<file path="config.mk">
export PLATFORM = sky130hd
export DESIGN_NAME = sof_irq_gen
export DESIGN_NICKNAME = d
export VERILOG_FILES = /design/src/rtl/sofg_pkg.sv /design/src/rtl/sofg_frame_timer.sv /design/src/rtl/sofg_seq.sv /design/src/rtl/sofg_req_latch.sv /design/src/rtl/sof_irq_gen.sv
export SDC_FILE = /design/constraint.sdc
export NUM_CORES = 1
export LEC_CHECK = 0
export BUFFER_PORTS_ARGS = -buffer_cell sky130_fd_sc_hd__buf_4
export CORE_ASPECT_RATIO = 0.9
export CORE_MARGIN = 10
export CORE_UTILIZATION = 30
export CTS_CLUSTER_DIAMETER = 80
export DETAILED_ROUTE_END_ITERATION = 10
export GPL_TIMING_DRIVEN = 0
export SLEW_MARGIN = 20
export SYNTH_ARGS = -nofsm -noshare
export SYNTH_HDL_FRONTEND = slang
export SYNTH_SLANG_ARGS = --single-unit
</file>
<file path="constraint.sdc">
create_clock -name clk -period 1.9 [get_ports clk]
set_input_delay 0.38 -clock clk [delete_from_list [all_inputs] [get_ports clk]]
set_output_delay 0.38 -clock clk [all_outputs]
set_load 0.005 [all_outputs]
</file>
<file path="src/rtl/sofg_pkg.sv">
package sofg_pkg;
    typedef enum logic [1:0] {
        SOFG_IDLE   = 2'd0,
        SOFG_LOCKED = 2'd1,
        SOFG_COAST  = 2'd2
    } sofg_state_t;
endpackage

</file>
<file path="src/rtl/sofg_frame_timer.sv">
module sofg_frame_timer #(
    parameter int unsigned LIMIT = 48500
) (
    input  logic clk,
    input  logic rst_n,
    input  logic run,
    input  logic restart,
    output logic expire
);
    localparam int unsigned CW = $clog2(LIMIT + 1);
    localparam logic [CW-1:0] LAST = CW'(LIMIT - 1);

    logic [CW-1:0] cnt;

    assign expire = run && (cnt == LAST);

    always_ff @(posedge clk) begin
        if (!rst_n) begin
            cnt <= '0;
        end else if (restart || expire || !run) begin
            cnt <= '0;
        end else begin
            cnt <= cnt + 1'b1;
        end
    end


    count_step_chk: assert property (@(posedge clk) disable iff (!rst_n)
        (run && !restart && !expire) |=> (cnt == $past(cnt) + 1'b1));


    restart_zero_chk: assert property (@(posedge clk) disable iff (!rst_n)
        restart |=> (cnt == '0));
endmodule

</file>
<file path="src/rtl/sofg_seq.sv">
module sofg_seq
    import sofg_pkg::*;
(
    input  logic clk,
    input  logic rst_n,
    input  logic sof_rx,
    input  logic synth_en,
    input  logic expire,
    output logic run,
    output logic evt,
    output logic pulse,
    output logic synth
);
    sofg_state_t state, state_nx;

    logic synth_evt;
    assign synth_evt = expire && synth_en && !sof_rx;
    assign evt       = sof_rx || synth_evt;
    assign run       = (state != SOFG_IDLE);

    always_ff @(posedge clk) begin
        if (!rst_n) begin
            state <= SOFG_IDLE;
        end else begin
            state <= state_nx;
        end
    end

    always_comb begin
        state_nx = state;
        unique case (state)
            SOFG_IDLE: begin
                if (sof_rx) state_nx = SOFG_LOCKED;
            end
            SOFG_LOCKED, SOFG_COAST: begin
                if (sof_rx)        state_nx = SOFG_LOCKED;
                else if (expire)   state_nx = synth_en ? SOFG_COAST : SOFG_IDLE;
            end
            default: state_nx = SOFG_IDLE;
        endcase
    end

    always_ff @(posedge clk) begin
        if (!rst_n) begin
            pulse <= 1'b0;
            synth <= 1'b0;
        end else begin
            pulse <= evt;
            if (evt) synth <= synth_evt;
        end
    end


    real_evt_chk: assert property (@(posedge clk) disable iff (!rst_n)
        sof_rx |=> (pulse && !synth));


    synth_gate_chk: assert property (@(posedge clk) disable iff (!rst_n)
        (pulse && synth) |-> $past(synth_en));


    idle_quiet_chk: assert property (@(posedge clk) disable iff (!rst_n)
        (state == SOFG_IDLE && !sof_rx) |=> !pulse);


    disabled_drop_chk: assert property (@(posedge clk) disable iff (!rst_n)
        (expire && !synth_en && !sof_rx) |=> (state == SOFG_IDLE && !pulse));
endmodule

</file>
<file path="src/rtl/sofg_req_latch.sv">
module sofg_req_latch (
    input  logic clk,
    input  logic rst_n,
    input  logic set,
    input  logic clr,
    output logic req
);
    always_ff @(posedge clk) begin
        if (!rst_n) begin
            req <= 1'b0;
        end else if (set) begin
            req <= 1'b1;
        end else if (clr) begin
            req <= 1'b0;
        end
    end


    req_hold_chk: assert property (@(posedge clk) disable iff (!rst_n)
        (req && !clr) |=> req);


    req_clear_chk: assert property (@(posedge clk) disable iff (!rst_n)
        (clr && !set) |=> !req);


    set_wins_chk: assert property (@(posedge clk) disable iff (!rst_n)
        (set && clr) |=> req);
endmodule

</file>
<file path="src/rtl/sof_irq_gen.sv">
module sof_irq_gen #(
    parameter int unsigned TIMEOUT_CYCLES = 48500
) (
    input  logic clk,
    input  logic rst_n,
    input  logic sof_rx,
    input  logic synth_en,
    input  logic irq_clr,
    output logic sof_irq,
    output logic sof_pulse,
    output logic sof_synth
);
    logic run;
    logic expire;
    logic evt;

    sofg_frame_timer #(.LIMIT(TIMEOUT_CYCLES)) u_timer (
        .clk     (clk),
        .rst_n   (rst_n),
        .run     (run),
        .restart (sof_rx),
        .expire  (expire)
    );

    sofg_seq u_seq (
        .clk      (clk),
        .rst_n    (rst_n),
        .sof_rx   (sof_rx),
        .synth_en (synth_en),
        .expire   (expire),
        .run      (run),
        .evt      (evt),
        .pulse    (sof_pulse),
        .synth    (sof_synth)
    );

    sofg_req_latch u_req (
        .clk   (clk),
        .rst_n (rst_n),
        .set   (evt),
        .clr   (irq_clr),
        .req   (sof_irq)
    );


    pulse_sets_irq_chk: assert property (@(posedge clk) disable iff (!rst_n)
        sof_pulse |-> sof_irq);
endmodule

</file>
Word level (Yosys, flattened, before mapping). Cells that the tools add are included.

Register bits: 21. Bits of input ports: 5. Logic and storage cells: 33.

Add/subtract/negate cells: 1. Eq/ne operators: 5. Muxes and demuxes: 7. Bitwise logic cells: 1. Reductions and logical operators: 14.

Operators by type and width (number): 16-bit by 1-bit adder with 16-bit output, second input constant (1); 16-bit equality test, second input constant (1); 2-bit two-way mux (4); 2-bit one-hot mux with 2 select lines (1); 2-bit nonzero test (2); 2-bit OR reduction (2); 1-bit logical AND (3); 1-bit logical OR (3); 3-bit by 2-bit != test with 1-bit output, second input constant (1); 2-bit by 1-bit equality test with 1-bit output, second input constant (1); 2-bit equality test, second input constant (1); 1-bit zero test (2); 2-bit zero test (1); 1-bit two-way mux (2); 2-bit != test, second input constant (1); 2-bit AND reduction (1); 1-bit inverter (1).

Logic depth before layout (Yosys ltp). Gate-level depths: netlist (run 1).

Depth after elaboration: 6. Gate-level depth with buffers: 6. Mapped depth without buffers: 6.

Hierarchy. Synthesis (run 1) repeated with hierarchy kept, for this count alone.

Cell total of the unflattened synthesis: 109. Area, all modules: 973.4 µm².

By module, submodules not included: sofg_frame_timer (times used 1, cells each 83, area each 739.5 µm²); sofg_seq (times used 1, cells each 23, area each 192.7 µm²); sofg_req_latch (times used 1, cells each 3, area each 41.3 µm²).

Least setup slack after synthesis (run 1). Ideal clock, no wire load.

Kind: reg2reg. From: register u_timer.cnt[0]. To: register u_timer.cnt[10]. Library setup time: 0.117 ns. Data arrival time: 1.503 ns. Data required time: 1.783 ns. Setup slack: 0.280 ns. Stages on the path, launching flop included: 7. Path through: dfxtp_1 > ha_1 > nor3b_1 > nand4b_1 > o21ai_2 > buf_2 > nor2_1.

Word-level cells in the longest chain between the ends: 5. Elaborated cells on any way between the ends: 6. Those cells by class: 1 x add/sub; 1 x eq/ne; 4 x reduce/logical.

Ends and longest elaborated chain: start: declaration (RTL line sofg_frame_timer.sv:13) `logic [CW-1:0] cnt;`; start signal: assignment (RTL line sofg_frame_timer.sv:23) `cnt <= cnt + 1'b1;`; parallel branches: the longest is 5 deep, another holds 16-bit by 1-bit adder with 16-bit output.

Several ways; the timed one is not identified. A chain may end at the register's enable or synchronous reset.

Worst setup path in the final report (run 1).
From: register u_timer.cnt[0]. To: register u_timer.cnt[6].

Same word-level chain as after synthesis.

==> impl_metrics.json, run 1 <==
{
  "worstMarginPinSlew_ns": 0.459,
  "slowest_delay_ns": 0.40,
  "synth_cells": 107,
  "dp_hpwl_um": 1390,
  "finalHoldViolCount": 0,
  "crit_start": "u_timer.cnt[0]",
  "ys_seq_elements": 21,
  "drive_above_1_share": 0.198,
  "crit_buf_inv": 1,
  "power.switching_mw": 0.150,
  "p_total_mw": 0.695,
  "clk_latency_ns": 0.30,
  "power_frac_comb": 0.050,
  "post_dp_cell_area_um2": 1070,
  "utilization": 0.370,
  "grt-ovfl-total": 0,
  "critPathKind": "reg2reg",
  "leakage_nw": 0.346,
  "finalCriticalPeriod_ns": 1.74,
  "pwr-share-seq": 0.645,
  "synthMuxAreaShare": 0,
  "cts_tree": "done",
  "gp_congestion": 0.802,
  "drc_errors": 0,
  "ys_types": 29,
  "htree_levels": 1,
  "root_buffer": "clkbuf_4",
  "die_y_um": 73.7,
  "crit_fanout": 10,
  "path_clk_slew_ns": 0.11,
  "vias": 794,
  "skew_ns": 0.00353,
  "io_buffers": 7,
  "crit_chain": "ha_2 > nor3b_1 > nand4b_1 > o21ai_4 > clkbuf_4 > nor2_1",
  "cp-end-kind": "register",
  "rsz0062_at_grt": "false",
  "report.final.slew_viol_count": 0,
  "num_rows": 19,
  "r2r-start": "u_timer.cnt[0]",
  "wl_per_cell_um": 11.7,
  "area_delta_synth_final_pct": 18.1,
  "critical_path_required_ns": 2.10,
  "rr_worst_depth": 6,
  "crit_end": "u_timer.cnt[6]",
  "avgSynthCellArea_um2": 8.99,
  "peakVddDrop_mv": 0.324,
  "vias_per_cell": 4.87,
  "finalSetupViolations": 0,
  "syn_area_um2": 962,
  "swShare": 0.216,
  "design_area_um2": 1140,
  "crit_family": "simple AND/OR/NAND/NOR gates",
  "status": "complete, no violations",
  "cp.depth": 6,
  "routed_wl_um": 1910,
  "critical_path.slowest_cell": "dfxtp_2",
  "design.core.area_um2": 3070,
  "p_clk_frac": 0.305,
  "cts_sinks": 21,
  "synthSimpleGateAreaFrac": 0.312,
  "worstPathArrival_ns": 1.94,
  "fill_cells": 329,
  "ios": 8,
  "nets": 130,
  "p_per_area_nw_per_um2": 612,
  "fmax_mhz": 575,
  "period_share": 0.916,
  "rrSetupSlack_ns": 0.16,
  "start_util": 0.314,
  "ctsHoldBuffers": 0,
  "grt_max_degree": 12,
  "antenna_found_initial": 0,
  "synth-xor-area-share": 0.118,
  "relSlewSlack": 0.694,
  "first_global_vias": 761,
  "antenna_cells": 0,
  "synth_top_family_by_area": "simple AND/OR/NAND/NOR gates",
  "cts_inserted_buffers": 3,
  "grt_usage": 0.0684,
  "clock_path_buffers": 2,
  "die_w_um": 79.7,
  "yosys_warnings": 0,
  "die-area_um2": 5880,
  "hold_class": "in2reg",
  "start_kind": "register",
  "drt.antenna.violating_nets": 0,
  "synth_nets": 115,
  "synth_compound_area_frac": 0.0689,
  "rr_endpoint": "u_timer.cnt[6]",
  "power.internal_mw": 0.545,
  "synthAdderAreaFrac": 0.0390,
  "first_pass_iters": 4,
  "ys_seq_area_frac": 0.437,
  "max-cap-violations": 0,
  "fin_setup_tns_ns": 0,
  "drt_iter0_drc": 34,
  "grt_pass1_wl_um": 3290
}
## state kept, by name, summed over array words and instances, names as in the netlist
name,cells
u_seq.pulse,1
u_seq.state,2
u_seq.synth,1
u_req.req,1
u_timer.cnt,16
## timing repair
action                     in CTS  in global routing
setup endpoints to repair      10                 14
buffers inserted                2                  1
hold endpoints to repair        0                  0
pin swaps                       1                  2
resized for setup               1                  5
## per-layer routing
metal	global-route usage	wire length, µm	vias to the layer above
li1	-	-	400
met1	0.0734	876	380
met2	0.114	873	12
met3	0.0415	148	2
met4	0.0119	8	0
met5	0	0	-
## cell families (layout without fill, tap and decap cells)
family / Yosys count / in the layout
xor+xnor: 13 / 13
simple gates: 54 / 54
fa+ha+maj: 3 / 3
compound gates: 10 / 10
buf+inv: 6 / 20
flops: 21 / 21
## layout make-up
| class | instances | area (µm²) | area share |
|---|---|---|---|
| Buffer | 1 | 7.51 | 0.00661 |
| Clock buffer | 4 | 26.3 | 0.0231 |
| Inverter | 5 | 18.8 | 0.0165 |
| Multi-Input combinational cell | 80 | 533 | 0.469 |
| Sequential cell | 21 | 423 | 0.372 |
| Tap cell | 42 | 52.6 | 0.0463 |
| Timing Repair Buffer | 10 | 75.1 | 0.0661 |
## how the worst min path moves through the flow
stage / from / endpoint / depth (start not counted)
2_1_floorplan: u_timer.cnt[15] / u_timer.cnt[15] / 2
3_3_place_gp: u_seq.synth / u_seq.synth / 1
3_5_place_dp: u_seq.synth / u_seq.synth / 1
4_1_cts: rst_n / u_seq.pulse / 2
5_1_grt: rst_n / u_seq.pulse / 2
6_report: rst_n / u_seq.pulse / 2
## cell usage after synthesis (all sizes together)
cell type   n  area share
a21oi       2       0.010
and3        1      0.0078
o21a        2       0.016
inv         5       0.020
o31a        1      0.0091
nor4        3       0.020
ha          3       0.039
o2111ai     1      0.0091
xnor2      10       0.091
o21ai       4       0.025
nor3        4       0.021
or2         1      0.0065
nand4b      2       0.018
or3         2       0.013
nand4       5       0.033
buf         1      0.0052
or4         1       0.012
xor2        3       0.027
nand2b      1      0.0065
nor3b       2       0.016
nand2       4       0.018
dfxtp      21        0.44
nand3       7       0.049
nor2b       2       0.013
nor2       18       0.070
nor4b       1      0.0091
## metrics by stage
step / cells / hold WS [ns] / worst slack, ns
2_1_floorplan: 107 / 0.458 / 0.280
3_3_place_gp: 156 / 0.454 / -0.0131
3_5_place_dp: 156 / 0.465 / -0.0726
4_1_cts: 162 / 0.304 / 0.0244
5_1_grt: 163 / 0.282 / 0.0173
6_report: 163 / 0.312 / 0.159
## layout by cell type (no fill, tap or decap)
cell,count
inv_1,5
nand2_2,1
or3_1,2
or4_4,1
buf_4,10
nand4b_1,2
nor4_1,3
or2_2,1
xnor2_1,10
o21ai_0,3
and3_2,1
nand2_1,3
o31a_1,1
dfxtp_1,19
nor3_2,1
nor3b_1,2
dfxtp_2,2
o2111ai_1,1
nand4_1,5
nor4b_1,1
a21oi_1,2
ha_2,1
nand2b_1,1
nand3_4,1
nor3_1,3
ha_1,2
clkbuf_4,4
nor2b_1,2
nand3_1,6
o21ai_4,1
xor2_1,3
nor2_1,18
clkbuf_1,1
o21a_1,2
## power by group through the flow
stage / sequential [mW] / clock, mW / combinational, mW
after CTS: 0.448 / 0.229 / 0.0339
final: 0.448 / 0.212 / 0.0349
after global routing: 0.449 / 0.248 / 0.0392
after floorplan: 0.458 / 0 / 0.0160
after global placement: 0.457 / 0 / 0.0318
after detailed placement: 0.458 / 0 / 0.0333
No activity file was read; power rests on OpenSTA's default activity.
==> run 2, diff against run 1 <==
- GPL_TIMING_DRIVEN: 0 -> unset
==> impl_metrics.json, run 2 (synthesis results as in run 1) <==
{
  "die_w_um": 79.7,
  "fmax_mhz": 588,
  "critPathKind": "reg2reg",
  "area_delta_synth_final_pct": 15.2,
  "grt_pass1_wl_um": 3130,
  "report.final.slew_viol_count": 0,
  "gp_congestion": 0.853,
  "largestRegisters": "u_timer.cnt (16), u_seq.state (2)",
  "first_global_vias": 739,
  "nets": 127,
  "worstPathArrival_ns": 1.95,
  "max-cap-violations": 0,
  "num_rows": 19,
  "hold_class": "in2reg",
  "cts_tree": "done",
  "finalSetupViolations": 0,
  "io_buffers": 7,
  "worst_slack_ns": 0.199,
  "skew_ns": 0.00533,
  "clock_path_buffers": 2,
  "root_buffer": "clkbuf_4",
  "critical_path_required_ns": 2.15,
  "design.core.area_um2": 3070,
  "largest_reg_flops": 16,
  "path_clk_slew_ns": 0.12,
  "status": "complete, no violations",
  "drive_above_1_share": 0.144,
  "grt-ovfl-total": 0,
  "drt.antenna.violating_nets": 0,
  "ios": 8,
  "drc_errors": 0,
  "relSlewSlack": 0.758,
  "finalHoldViolCount": 0,
  "final_common_cell": "dfxtp_1",
  "dp_hpwl_um": 1400,
  "fin_setup_tns_ns": 0,
  "antenna_cells": 0,
  "crit_fanout": 6,
  "wl_per_cell_um": 11.5,
  "vias_per_cell": 4.91,
  "leakage_nw": 0.341,
  "p_per_area_nw_per_um2": 630,
  "utilization": 0.361,
  "routed_wl_um": 1830,
  "ctsResizeCount": 0,
  "htree_levels": 1,
  "finalCriticalPeriod_ns": 1.70,
  "cts_setup_buffers": 0,
  "first_pass_iters": 4,
  "clk_latency_ns": 0.30,
  "worstMarginPinSlew_ns": 0.360,
  "start_kind": "register",
  "die_y_um": 73.7,
  "drt_iter0_drc": 67,
  "final_cell_mix": "dfxtp_1, nor2_1, xnor2_1, buf_4, nand3_1",
  "preCtsSetupSlack_ns": 0.217,
  "cp-end-kind": "register",
  "cts_inserted_buffers": 3,
  "period_share": 0.895,
  "cts_sinks": 21,
  "antenna_found_initial": 0,
  "grt_usage": 0.0662,
  "rsz0062_at_grt": "false",
  "largest-register": "u_timer.cnt",
  "grt_max_degree": 17,
  "start_util": 0.314,
  "die-area_um2": 5880,
  "ctsHoldBuffers": 0,
  "vias": 786,
  "peakVddDrop_mv": 0.375
}
==> run 2: changes by cell type in the layout (fill, tap and decap cells not counted), sizes merged <==
cell and change:
buf -2, clkbuf -1
==> run 2: area by class of cell <==
class | count | area [µm²]
flip-flops and latches | 21 | 420
multi-input cells | 80 | 518
well taps | 42 | 52.6
clock buffers | 4 | 26.3
fillers | 320 | 1960
inverters | 5 | 18.8
repair buffers | 8 | 72.6
==> run 2: worst paths after layout <==
path	cells past startpoint	slack, ns	from	to
hold reg to reg	1	0.49	u_seq.synth	u_seq.synth
hold / removal	2	0.31	rst_n	u_seq.pulse
setup / recovery	4	0.20	u_timer.cnt[2]	u_timer.cnt[15]
setup reg to reg	4	0.20	u_timer.cnt[2]	u_timer.cnt[15]
==> run 2: critical path, cell delays in order (launching register included) <==
cell and delay [ns]:
dfxtp_1 0.47, nand2_2 0.13, or4_4 0.56, or3_1 0.36
a21oi_1 0.13
==> run 2: per-layer routing <==
layer / global-route usage / vias to the layer above / part of all wire
met3: 0.0354 / 0 / 0.093
met5: 0 / - / 0
met1: 0.0707 / 366 / 0.46
li1: - / 394 / -
met4: 0.0119 / 0 / 0
met2: 0.114 / 26 / 0.45
==> run 2: power by group <==
group	internal (mW)	total, mW	switching [mW]	leakage, nW
registers	0.445	0.448	0.00281	0.170
logic	0.0187	0.0352	0.0165	0.156
clock network	0.0819	0.216	0.134	0.0150
total	0.546	0.698	0.153	0.341
==> run 2: stage by stage <==
step | cell area, µm² | std cells | total power, mW | hold WS, ns
2_1_floorplan | 962 | 107 | 0.474 | 0.458
3_3_place_gp | 1080 | 156 | 0.492 | 0.454
3_5_place_dp | 1080 | 156 | 0.493 | 0.463
4_1_cts | 1110 | 160 | 0.710 | 0.308
5_1_grt | 1110 | 160 | 0.734 | 0.302
6_report | 1110 | 160 | 0.698 | 0.311
==> run 3, diff against run 2 <==
- CORE_UTILIZATION: 30 -> 50
- PLACE_DENSITY: unset -> 0.69
==> impl_metrics.json, run 3 (synthesis results as in run 1) <==
{
  "nets": 127,
  "fmax_mhz": 577,
  "final_common_cell": "dfxtp_1",
  "cts_setup_buffers": 0,
  "finalCriticalPeriod_ns": 1.73,
  "antenna_found_initial": 0,
  "skew_ns": 0.00578,
  "rrSetupSlack_ns": 0.17,
  "area_delta_synth_final_pct": 11.7,
  "vias_per_cell": 5.36,
  "num_rows": 14,
  "largest-register": "u_timer.cnt",
  "drc_errors": 0,
  "routed_wl_um": 1890,
  "leakage_nw": 0.337,
  "gp_congestion": 0.808,
  "htree_levels": 1,
  "die_y_um": 61.6,
  "die-area_um2": 4080,
  "report.final.slew_viol_count": 0,
  "design.core.area_um2": 1750,
  "drt_iter0_drc": 28,
  "dp_hpwl_um": 1430,
  "start_kind": "register",
  "crit_chain": "nand2_2 > or4_4 > or3_1 > a21oi_1",
  "status": "complete, no violations",
  "largestRegisters": "u_timer.cnt (16), u_seq.state (2)",
  "design_area_um2": 1070,
  "rsz0062_at_grt": "false",
  "hold_class": "in2reg",
  "clock_path_buffers": 2,
  "vias": 761,
  "worstMarginPinSlew_ns": 0.362,
  "cts_inserted_buffers": 3,
  "cts_sinks": 21,
  "first_global_vias": 748,
  "post_dp_cell_area_um2": 1050,
  "io_buffers": 7,
  "first_pass_iters": 4,
  "grt_pass1_wl_um": 3330,
  "peakVddDrop_mv": 0.529,
  "ctsHoldBuffers": 0,
  "start_util": 0.549,
  "period_share": 0.911,
  "relSlewSlack": 0.758,
  "drt.antenna.violating_nets": 0,
  "antenna_cells": 0,
  "grt-ovfl-total": 0,
  "wl_per_cell_um": 13.3,
  "grt_max_degree": 17,
  "clk_latency_ns": 0.31,
  "drive_above_1_share": 0.153,
  "path_clk_slew_ns": 0.12,
  "slowest_delay_ns": 0.57,
  "grt_usage": 0.103,
  "ios": 8,
  "final_cell_mix": "dfxtp_1, nor2_1, xnor2_1, buf_4, nand3_1",
  "fin_setup_tns_ns": 0,
  "worstPathArrival_ns": 1.98,
  "crit_fanout": 6,
  "finalSetupViolations": 0,
  "critical_path.slowest_cell": "or4_4",
  "cts_tree": "done",
  "critPathKind": "reg2reg",
  "p_per_area_nw_per_um2": 648,
  "root_buffer": "clkbuf_4",
  "p_total_mw": 0.697,
  "cp-end-kind": "register",
  "ctsResizeCount": 0,
  "max-cap-violations": 0,
  "critical_path_required_ns": 2.15,
  "die_w_um": 66.2,
  "finalHoldViolCount": 0,
  "largest_reg_flops": 16
}
[run 3: routing by layer]
metal	vias up	GRT usage	wire length, µm
li1	393	-	-
met1	356	0.121	936
met2	10	0.169	877
met3	2	0.0436	71
met4	0	0.0269	8
met5	-	0	0
[run 3: where the power goes]
| part | switching [mW] | internal [mW] | leakage (nW) |
|---|---|---|---|
| logic | 0.0165 | 0.0171 | 0.149 |
| registers | 0.00296 | 0.445 | 0.170 |
| clock network | 0.137 | 0.0787 | 0.0177 |
| total | 0.156 | 0.541 | 0.337 |
[run 3: area by class of cell]
cell class                 count  area [µm²]
clock buffer                   3        22.5
clock inverter                 1        5.00
fill                         156         677
inverter                       5        18.8
multi-input combinational     80         518
sequential                    21         420
tap                           24        30.0
timing repair buffer           8        60.1
[run 3: worst paths after layout]
kind,from,to,cells after the start
worst max register to register,u_timer.cnt[2],u_timer.cnt[15],4
worst min-delay path,rst_n,u_seq.pulse,2
worst min register to register,u_timer.cnt[0],u_timer.cnt[0],1
worst max-delay path,u_timer.cnt[2],u_timer.cnt[15],4
[run 3: worst max-delay path, delay by kind of cell, from the launching register on]
| kind | cells | cell delay [ns] |
|---|---|---|
| DFF | 1 | 0.48 |
| AOI/OAI and AO/OA | 1 | 0.14 |
| and+or+nand+nor | 3 | 1.07 |
[run 3: stage by stage]
stage	instances	hold slack, ns	util	setup WS (ns)
after CTS	142	0.300	0.614	0.178
after global routing	142	0.309	0.614	0.00826
final	142	0.317	0.614	0.168
after floorplan	107	0.458	-	0.280
after global placement	138	0.478	0.598	0.250
after detailed placement	138	0.482	0.598	0.206
